### src/rtl/lkm_pkg.sv
package lkm_pkg;
    typedef enum logic [2:0] {
        OP_NONE       = 3'd0,
        OP_SET_LOCK   = 3'd1,
        OP_CLR_LOCKS  = 3'd2,
        OP_BLK_ERASE  = 3'd3,
        OP_WORD_WRITE = 3'd4,
        OP_BANK_ERASE = 3'd5
    } lkm_op_e;
endpackage

### src/rtl/lkm_permit.sv
module lkm_permit
    import lkm_pkg::*;
(
    input  logic [2:0] op,
    input  logic       wp_n,
    input  logic       blk_locked,
    input  logic       bank_any_locked,
    output logic       is_cmd,
    output logic       permit
);
    always_comb begin
        is_cmd = 1'b1;
        permit = 1'b0;
        case (op)
            OP_SET_LOCK,
            OP_CLR_LOCKS:  permit = wp_n;
            OP_BLK_ERASE,
            OP_WORD_WRITE: permit = wp_n | ~blk_locked;
            OP_BANK_ERASE: permit = wp_n | ~bank_any_locked;
            default:       is_cmd = 1'b0;
        endcase
    end
endmodule

### src/rtl/lkm_status_fmt.sv
module lkm_status_fmt (
    input  logic       locked,
    input  logic       ers_fail,
    input  logic       busy,
    output logic [7:0] status,
    output logic       valid
);
    always_comb begin
        status = {6'b0, ers_fail, locked};
        valid  = ~busy;
    end
endmodule

### src/rtl/blk_lock_mgr.sv
module blk_lock_mgr
    import lkm_pkg::*;
#(
    parameter int NUM_BLOCKS = 32,
    parameter int NUM_BANKS  = 2,
    localparam int IDX_W  = (NUM_BLOCKS > 1) ? $clog2(NUM_BLOCKS) : 1,
    localparam int BANK_W = (NUM_BANKS > 1) ? $clog2(NUM_BANKS) : 1
) (
    input  logic              clk,
    input  logic              por_n,
    input  logic              rst_n,
    input  logic              wp_n,
    input  logic              req_valid,
    input  logic [2:0]        req_op,
    input  logic [BANK_W-1:0] req_bank,
    input  logic [IDX_W-1:0]  req_blk,
    output logic              grant,
    output logic              deny,
    input  logic              done_valid,
    input  logic              done_ok,
    input  logic [BANK_W-1:0] rd_bank,
    input  logic [IDX_W-1:0]  rd_blk,
    output logic [7:0]        rd_status,
    output logic              rd_valid
);
    typedef struct packed {
        logic [NUM_BANKS-1:0][NUM_BLOCKS-1:0] lock;
        logic [NUM_BANKS-1:0][NUM_BLOCKS-1:0] ers;
        logic                                 busy;
        lkm_op_e                              op;
        logic [BANK_W-1:0]                    bank;
        logic [IDX_W-1:0]                     blk;
        logic                                 grant;
        logic                                 deny;
    } state_t;

    localparam state_t ST_POR = '0;

    state_t st_d, st_q;
    logic   is_cmd, permit;
    logic   busy_w;

    lkm_permit u_permit (
        .op              (req_op),
        .wp_n            (wp_n),
        .blk_locked      (st_q.lock[req_bank][req_blk]),
        .bank_any_locked (|st_q.lock[req_bank]),
        .is_cmd          (is_cmd),
        .permit          (permit)
    );

    lkm_status_fmt u_fmt (
        .locked   (st_q.lock[rd_bank][rd_blk]),
        .ers_fail (st_q.ers[rd_bank][rd_blk]),
        .busy     (st_q.busy),
        .status   (rd_status),
        .valid    (rd_valid)
    );

    always_comb begin
        st_d       = st_q;
        st_d.grant = 1'b0;
        st_d.deny  = 1'b0;
        if (!rst_n) begin
            if (st_q.busy) begin
                case (st_q.op)
                    OP_BLK_ERASE:  st_d.ers[st_q.bank][st_q.blk] = 1'b1;
                    OP_BANK_ERASE: st_d.ers[st_q.bank] = {NUM_BLOCKS{1'b1}};
                    default: ;
                endcase
            end
            st_d.busy = 1'b0;
        end else if (st_q.busy) begin
            if (done_valid) begin
                case (st_q.op)
                    OP_SET_LOCK:   if (done_ok) st_d.lock[st_q.bank][st_q.blk] = 1'b1;
                    OP_CLR_LOCKS:  if (done_ok) st_d.lock[st_q.bank] = '0;
                    OP_BLK_ERASE:  st_d.ers[st_q.bank][st_q.blk] = ~done_ok;
                    OP_BANK_ERASE: st_d.ers[st_q.bank] = {NUM_BLOCKS{~done_ok}};
                    default: ;
                endcase
                st_d.busy = 1'b0;
            end
        end else if (req_valid && is_cmd) begin
            if (permit) begin
                st_d.grant = 1'b1;
                st_d.busy  = 1'b1;
                st_d.op    = lkm_op_e'(req_op);
                st_d.bank  = req_bank;
                st_d.blk   = req_blk;
            end else begin
                st_d.deny  = 1'b1;
            end
        end
    end

    always_ff @(posedge clk) begin
        if (!por_n) st_q <= ST_POR;
        else        st_q <= st_d;
    end

    assign grant  = st_q.grant;
    assign deny   = st_q.deny;
    assign busy_w = st_q.busy;
endmodule

### config.mk
export PLATFORM = sky130hd
export DESIGN_NAME = blk_lock_mgr
export DESIGN_NICKNAME = d
export VERILOG_FILES = /design/src/rtl/lkm_pkg.sv /design/src/rtl/lkm_permit.sv /design/src/rtl/lkm_status_fmt.sv /design/src/rtl/blk_lock_mgr.sv
export SDC_FILE = /design/constraint.sdc
export NUM_CORES = 1
export LEC_CHECK = 0
export BUFFER_PORTS_ARGS = -buffer_cell sky130_fd_sc_hd__buf_2
export CAP_MARGIN = 20
export CORE_UTILIZATION = 50
export DETAILED_ROUTE_END_ITERATION = 12
export PLACE_DENSITY = 0.67
export SETUP_SLACK_MARGIN = 0.05
export SLEW_MARGIN = 0
export SYNTH_ARGS = -nofsm -noshare
export SYNTH_HDL_FRONTEND = slang
export SYNTH_SLANG_ARGS = --single-unit
### constraint.sdc
create_clock -name clk -period 7.8 [get_ports clk]
set_input_delay 1.17 -clock clk [delete_from_list [all_inputs] [get_ports clk]]
set_output_delay 1.17 -clock clk [all_outputs]
set_load 0.02 [all_outputs]
-- Word level (Yosys, flattened, before mapping)
Cells that the tools add are included.
- word-level logic and storage cells: 94
- register bits: 140
- output and inout bits: 11
- mux-type cells: 35
- reduce and logical (&&, ||, !) cells: 14
- bitwise logic cells: 14
- equal/unequal tests: 13
- $lt $le $gt $ge: 8
- operator list (operator ; count):
    64-bit one-hot mux with 2 select lines ; 3
    32-bit two-way mux ; 8
    64-bit two-way mux ; 4
    64-bit bitwise OR ; 3
    65-bit two-way mux ; 2
    64-bit bitwise mux ; 2
    64-bit bitwise AND ; 1
    32-bit demux with 1-bit select ; 2
    64-bit NOT ; 1
    32-bit OR reduction ; 1
    5-bit by 6-bit < comparator with 1-bit output (second input constant) ; 3
    1-bit binary-select mux with 5-bit select ; 3
    3-bit by 2-bit == test with 1-bit output (second input constant) ; 4
    12-bit two-way mux ; 1
    11-bit two-way mux ; 1
    3-bit == test (second input constant) ; 3
    4-bit AND reduction ; 2
    1-bit two-way mux ; 7
    1-bit NOT ; 7
    3-bit by 1-bit == test with 1-bit output (second input constant) ; 2
    1-bit by 2-bit < comparator with 1-bit output (second input constant) ; 3
    6-bit AND reduction ; 1
    1-bit demux with 5-bit select ; 1
    5-bit by 1-bit >= comparator with 1-bit output (second input constant) ; 1
    13 further kinds ; 18

-- Longest topological paths before layout
Gate-level depths: netlist of run 1.
- word-level depth: 11
- mapped depth: 10
- mapped depth without buffers: 6

-- By module
Synthesis of run 1 repeated with hierarchy kept, for this count alone.
- cell total of the unflattened synthesis: 1085
- area, all modules: 8793.4 um^2
- by module, submodules not included (module ; area each (um^2) ; cells an instance ; instances):
    blk_lock_mgr ; 8649.5 ; 1064 ; 1
    lkm_permit ; 76.3 ; 11 ; 1
    lkm_status_fmt ; 67.6 ; 10 ; 1

-- Least setup slack after synthesis of run 1
Ideal clock, no wire load.
- path type: input-to-output
- from: input port rd_bank
- to: output port rd_status[0]
- stages on the path: 6
- arrival: 3.123 ns
- path slack: 3.507 ns
- cell sequence: clkbuf_1 > buf_1 > mux4_2 > mux4_2 > mux4_2 > buf_4
- word-level cells in the longest chain between the ends: 4
- RTL lines (element ; line ; RTL):
    start: declaration ; blk_lock_mgr.sv:21 ; input logic [BANK_W-1:0] rd_bank,
    32-bit two-way mux (implied by the code) (2 in series) ; blk_lock_mgr.sv:53 ; .locked (st_q.lock[rd_bank][rd_blk]),
    1-bit binary-select mux with 5-bit select ; blk_lock_mgr.sv:53 ;
    1-bit two-way mux (implied by the code) ; blk_lock_mgr.sv:53 ;
    end: declaration ; blk_lock_mgr.sv:23 ; output logic [7:0] rd_status,
Every way passes these cells. The select of a mux whose other input is x is not followed.

-- Final worst setup path of run 1
- from: input port rd_blk[0]
- to: output port rd_status[0]
- word-level cells in the longest chain between the ends: 2
- RTL lines (element ; line ; RTL):
    start: declaration ; blk_lock_mgr.sv:22 ; input logic [IDX_W-1:0] rd_blk,
    1-bit binary-select mux with 5-bit select ; blk_lock_mgr.sv:53 ;
    1-bit two-way mux (implied by the code) ; blk_lock_mgr.sv:53 ;
Every way passes these cells. The select of a mux whose other input is x is not followed.

==> results of run 1 <==
## path summary, 6_finish.rpt
kind,start,to,slack (ps),cells past startpoint
max reg2reg,st_q[7],st_q[47],4950,6
max,rd_blk[0],rd_status[0],3050,6
min,st_q[55],st_q[55],490,2
min reg2reg,st_q[55],st_q[55],490,2
## worst max-delay path, delay by kind of cell
| kind | cells | cell delay [ps] |
|---|---|---|
| multiplexers | 3 | 1480 |
| buffers and inverters | 3 | 910 |
## layout make-up
type                       count  share of cell area, %
multi-input combinational    780                   57.3
sequential                   140                   30.2
clock buffer                  22                   5.21
tap                          220                   2.96
timing repair buffer          41                   2.83
clock inverter                 8                   1.24
inverter                       8                  0.323
## flip-flops by register name, indices dropped and copies added (netlist names)
register and flops:
busy_w 1, deny 1, grant 1, st_q 137
## power by group through the flow
stage | sequential [mW] | combinational, mW | clock [mW]
3_3_place_gp | 0.738 | 0.119 | 0
4_1_cts | 0.723 | 0.120 | 0.846
2_1_floorplan | 0.735 | 0.0927 | 0
5_1_grt | 0.723 | 0.132 | 0.874
3_5_place_dp | 0.738 | 0.120 | 0
6_report | 0.723 | 0.124 | 0.844
## placed cells by master, fill, tap and decap left out, drive strengths merged, types with 3 or more instances in the layout
master   count
a21oi      163
dfxtp      140
nor2       139
nand2       96
mux4        56
nor2b       54
a22oi       45
o211ai      44
buf         40
clkbuf      23
o21ai       22
o21a        18
mux2i       13
nor3        13
or3          9
or4          8
o22ai        8
a2111oi      8
inv          7
a211oi       7
nand3        6
or4b         6
and3         6
conb         6
clkinv       6
nand3b       5
nor4         5
nand2b       4
nand4        4
a21boi       4
and3b        3
a211o        3
bufinv       3
or3b         3
o31ai        3
## layer usage
layer | wire [um] | up-vias | track usage (%)
met4 | 768 | 0 | 12.0
li1 | - | 3703 | -
met2 | 11800 | 457 | 45.6
met5 | 0 | - | 0
met3 | 2860 | 57 | 7.55
met1 | 11900 | 3843 | 45.5
## kinds of logic (layout without fill, tap and decap cells)
family / Yosys count / after routing / share of synthesized area, %
DFF: 140 / 140 / 32.7
buffers and inverters: 116 / 79 / 5.99
and+or+nand+nor: 369 / 369 / 20.6
AOI/OAI and AO/OA: 332 / 332 / 23.9
xor gates and xnor gates: 2 / 2 / 0.205
other: 1 / 6 / 0.0438
muxes: 71 / 71 / 16.5
## through the flow
stage,cells,utilization [%]
2_1_floorplan,1036,-
5_1_grt,1219,55.8
3_3_place_gp,1186,52.0
4_1_cts,1217,55.6
3_5_place_dp,1187,52.0
6_report,1219,55.8
==> metrics.md, run 1 <==
| Metric | Value |
|---|---|
| Run status | completed |
| Net Sw Power | 406 uW |
| Top-area cell type share of the netlist area | 32.7% |
| H-Tree Depth | 4 |
| Headroom to the max-slew limit | 18.3% |
| Synth top area cells | dfxtp_1 33%, mux4_2 15%, a21oi_1 9.5% |
| GPL Wtd Cong | 0.968 |
| Data required, critical path | ~6600 ps |
| Max VDD drop | 0.000161 V |
| Crit-path slowest cell | mux4_2 |
| CTS tree | yes |
| Largest net degree at the start of global routing | a little under 90 |
| Most frequent cell after synthesis | a21oi_1 |
| Total wire length | approximately 27000 um |
| FILL cells | 1508 |
| Sequential power share | 42.8% |
| Internal power | 1.28 mW |
| Setup crit end kind | primary output |
| CP most frequent cell | mux4_2 |
| Post-synth ARST share | 0% |
| Area growth syn-to-layout | 8.46% |
| Post-synth EDFFs | 0 |
| Total area of sequential cells | 2800 um^2 |
| Routed vias | approximately 8.1k |
| Drt first pass iters | 5 |
| Via density | about 6.6 |
| Max-cap violations | 0 |
| Setup TNS | 0 ps |
| Layout Skew | 6.34 ps |
| Die X | 133 um |
| PortBufs | 26 |
| Worst-path fanout max | 17 |
| Dpl cell area | between 8000 and 9000 um^2 |
| Post-Place Setup Slack | 2830 ps |
| Core Box Area | 16600 um^2 |
| Synth area leader | dfxtp_1 |
| Hold_buf cts | 0 |
| First-pass GRT wire length | 42400 um |
| Pwr per Cell Area | 182 nW/um^2 |
| Sw Ratio | 24.0% |
| Sequential share of the synthesized area | about a third |
| Syn Area/Cell | 8.31 um^2 |
| Crit path DAT | 3580 ps |
| Synth cell count leaders | 163 x a21oi_1, 140 x dfxtp_1, 139 x nor2_1, 96 x nand2_1, 76 x clkbuf_1 |
| PostCTS Resize Cnt | 0 |
| Cells along the critical path | buf_2, buf_16, mux4_2, mux4_2, mux4_2, buf_2 |
| Vias in the first global route | 7274 |
| Overall power | 1.69 mW |
| Gate power share | under 10% |
| Setup crit start kind | input pin |
| RSZ-0062 raised after global routing | false |
| DRT iter0 DRCs | 1061 |
| Slew Viols, Final | 0 |
| DRC viols | 0 |
| HPWL Detailed | 18900 um |
| Count of different cell masters after synthesis | 56 |
| Main flop type after synthesis | dfxtp_1 |
| Clk slew on worst S/H paths | approximately 60 ps |
| Design area | 9290 um^2 |
| Final net count | 1010 |
| Die height | roughly 130 um |
| P_leak | 3.06 nW |
| Post-route ant nets | 0 |
| Worst min path class | flip-flop to flip-flop |
| Max clock buf depth | 2 |
| Min Hold Slack | 491 ps |
| CTS Buf Count | 17 |
| Final worst setup slack | between 3000 and 4000 ps |
| Clock power frac | 49.9% |
| Cell Area, Synth | 8560 um^2 |
| Diode count | 0 |
| #FFs+latches synth | 140 |
| Yosys warnings | 0 |
| Rows | 47 |
| Initial core utilization | approximately 51% |
| Root Buffer | clkbuf_16 |
| Later-pin clock latency in the skew report | 440 ps |
| Worst Max-Slew Pin Slew | 1220 ps |
| Final setup vio count | 0 |
| Io pins | 33 |
| Largest stage delay, worst path | slightly above 500 ps |
| Fmax | approximately 210 MHz |
| Synth Instances | 1031 |
| Fin. Hold Viols | 0 |
| WL/cell | 22.4 um |
| Area occupied by multi-input gates | 5320 um^2 |
| Min Tclk post-route | 4750 ps |
| Final period util | just over 60% |
| Global route overflow | 0 |
| Die area | 17700 um^2 |
| Global Route Usage Sum | a little under a third |
| Sink Count | 140 |
| CP Class | input pin to primary output |
| Initial antenna violation count | 0 |
| Share of layout cells above drive strength 1 | 14.1% |
| Postcts setup bufs | 0 |
Note: power is estimated with default switching activity, not from simulation.
==> inputs of run 2 (changes only) <==
==> constraint.sdc (replaced) <==
create_clock -name clk -period 4.5 [get_ports clk]
set_input_delay 0.675 -clock clk [delete_from_list [all_inputs] [get_ports clk]]
set_output_delay 0.675 -clock clk [all_outputs]
set_load 0.02 [all_outputs]
==> metrics.md, run 2 (same netlist as run 1, synthesis figures left out) <==
| Metric | Value |
|---|---|
| Core Box Area | between 15000 and 20000 um^2 |
| Max clock buf depth | 2 |
| Max FFs per register | 137 |
| CTS Buf Count | 17 |
| Post-route ant nets | 0 |
| GPL Wtd Cong | roughly 0.96 |
| Crit path DAT | 2890 ps |
| Initial core utilization | around 51% |
| Min Tclk post-route | 3560 ps |
| Global Route Usage Sum | 32.0% |
| Largest net degree at the start of global routing | 66 |
| Total wire length | roughly 28000 um |
| Hold_buf cts | 0 |
| First-pass GRT wire length | between 40000 and 50000 um |
| Placed insts | around 1.2k |
| Run status | completed |
| Initial antenna violation count | 0 |
| Worst-path fanout max | 23 |
| Most flop-heavy register | st_q |
| Routed vias | 8040 |
| Final period util | 79.2% |
| Root Buffer | clkbuf_16 |
| Worst Max-Slew Pin Slew | about 1200 ps |
| Area growth syn-to-layout | 9.21% |
| Vias in the first global route | about 7k |
| P_leak | 3.09 nW |
| Clk slew on worst S/H paths | 60 ps |
| Drt first pass iters | 6 |
| Final net count | 1016 |
| Die area | about 18000 um^2 |
| Sink Count | 140 |
| WL/cell | between 20 and 25 um |
| DRC viols | 0 |
| Reg-to-reg slack, setup | 1380 ps |
| Diode count | 0 |
| CTS tree | yes |
| Io pins | 33 |
| DRT iter0 DRCs | 954 |
| Commonest non-fill, non-tap cell in the layout | a21oi_1 |
| Die height | 133 um |
| Die X | 133 um |
| Pwr per Cell Area | 322 nW/um^2 |
| Slew Viols, Final | 0 |
| Data required, critical path | 3830 ps |
| Later-pin clock latency in the skew report | 430 ps |
| CP Class | input pin to primary output |
| Commonest non-fill, non-tap cells in the layout | 162 x a21oi_1, 140 x dfxtp_1, 138 x nor2_1 |
| HPWL Detailed | 19200 um |
| Fin. Hold Viols | 0 |
| H-Tree Depth | 4 |
| Layout Skew | 10.1 ps |
| Max-cap violations | 0 |
| Setup crit start kind | input pin |
| Final std cells w/o fill | 1227 |
| PortBufs | 26 |
| Share of layout cells above drive strength 1 | 14.8% |
| Headroom to the max-slew limit | between 20% and 30% |
| Final setup vio count | 0 |
| PostCTS Resize Cnt | 0 |
| Setup TNS | 0 ps |
| Setup crit end kind | primary output |
| Max VDD drop | 0.000314 V |
| Fmax | 281 MHz |
| Global route overflow | 0 |
| Worst min path class | flip-flop to flip-flop |
| Rows | 47 |
| RSZ-0062 raised after global routing | false |
| Postcts setup bufs | 0 |
| Via density | ~6.6 |
[run 2: per-stage QoR]
step	setup WS [ps]	util [%]	instance area, um^2	hold slack [ps]	power (mW)
2_1_floorplan	1200	-	8580	454	1.43
3_3_place_gp	985	52.3	8710	470	1.49
3_5_place_dp	944	52.3	8710	488	1.49
4_1_cts	945	56.2	9350	496	3.00
5_1_grt	865	56.2	9350	528	3.07
6_report	936	56.2	9350	501	3.01
[run 2: layer usage]
layer / vias up / GRT usage, % / routed length (um) / share of wire [%]
met1: 3775 / 48.0 / 12600 / 46
met3: 52 / 5.36 / 2460 / 8.9
met2: 498 / 45.7 / 11700 / 43
met5: - / 0 / 0 / 0
met4: 0 / 11.7 / 750 / 2.7
li1: 3715 / - / - / -
[run 2: critical path, cell delays in order]
cell and delay (ps):
buf_2 450, buf_4 300, mux4_2 320, mux4_2 500, mux4_2 470, buf_2 170
[run 2: worst paths after layout]
| path | startpoint | to | depth (start not counted) |
|---|---|---|---|
| worst max-delay path | rd_bank | rd_status[1] | 6 |
| worst min-delay path | st_q[51] | st_q[51] | 2 |
| worst max register to register | st_q[7] | st_q[56] | 7 |
| worst min register to register | st_q[51] | st_q[51] | 2 |
[run 2: power breakdown]
| part | internal [mW] | leakage, nW | switching [mW] | total, mW |
|---|---|---|---|---|
| clock network | 0.985 | 0.308 | 0.557 | 1.54 |
| registers | 1.24 | 1.13 | 0.00992 | 1.25 |
| logic | 0.0657 | 1.65 | 0.147 | 0.213 |
| total | 2.29 | 3.09 | 0.714 | 3.01 |
[run 2: final cells by class]
type / instances / area [um^2]
clock buffer: 22 / 484
multi-input combinational: 780 / 5310
clock inverter: 10 / 161
timing repair buffer: 47 / 288
inverter: 8 / 30.0
fill: 1514 / 7290
tap: 220 / 275
sequential: 140 / 2800
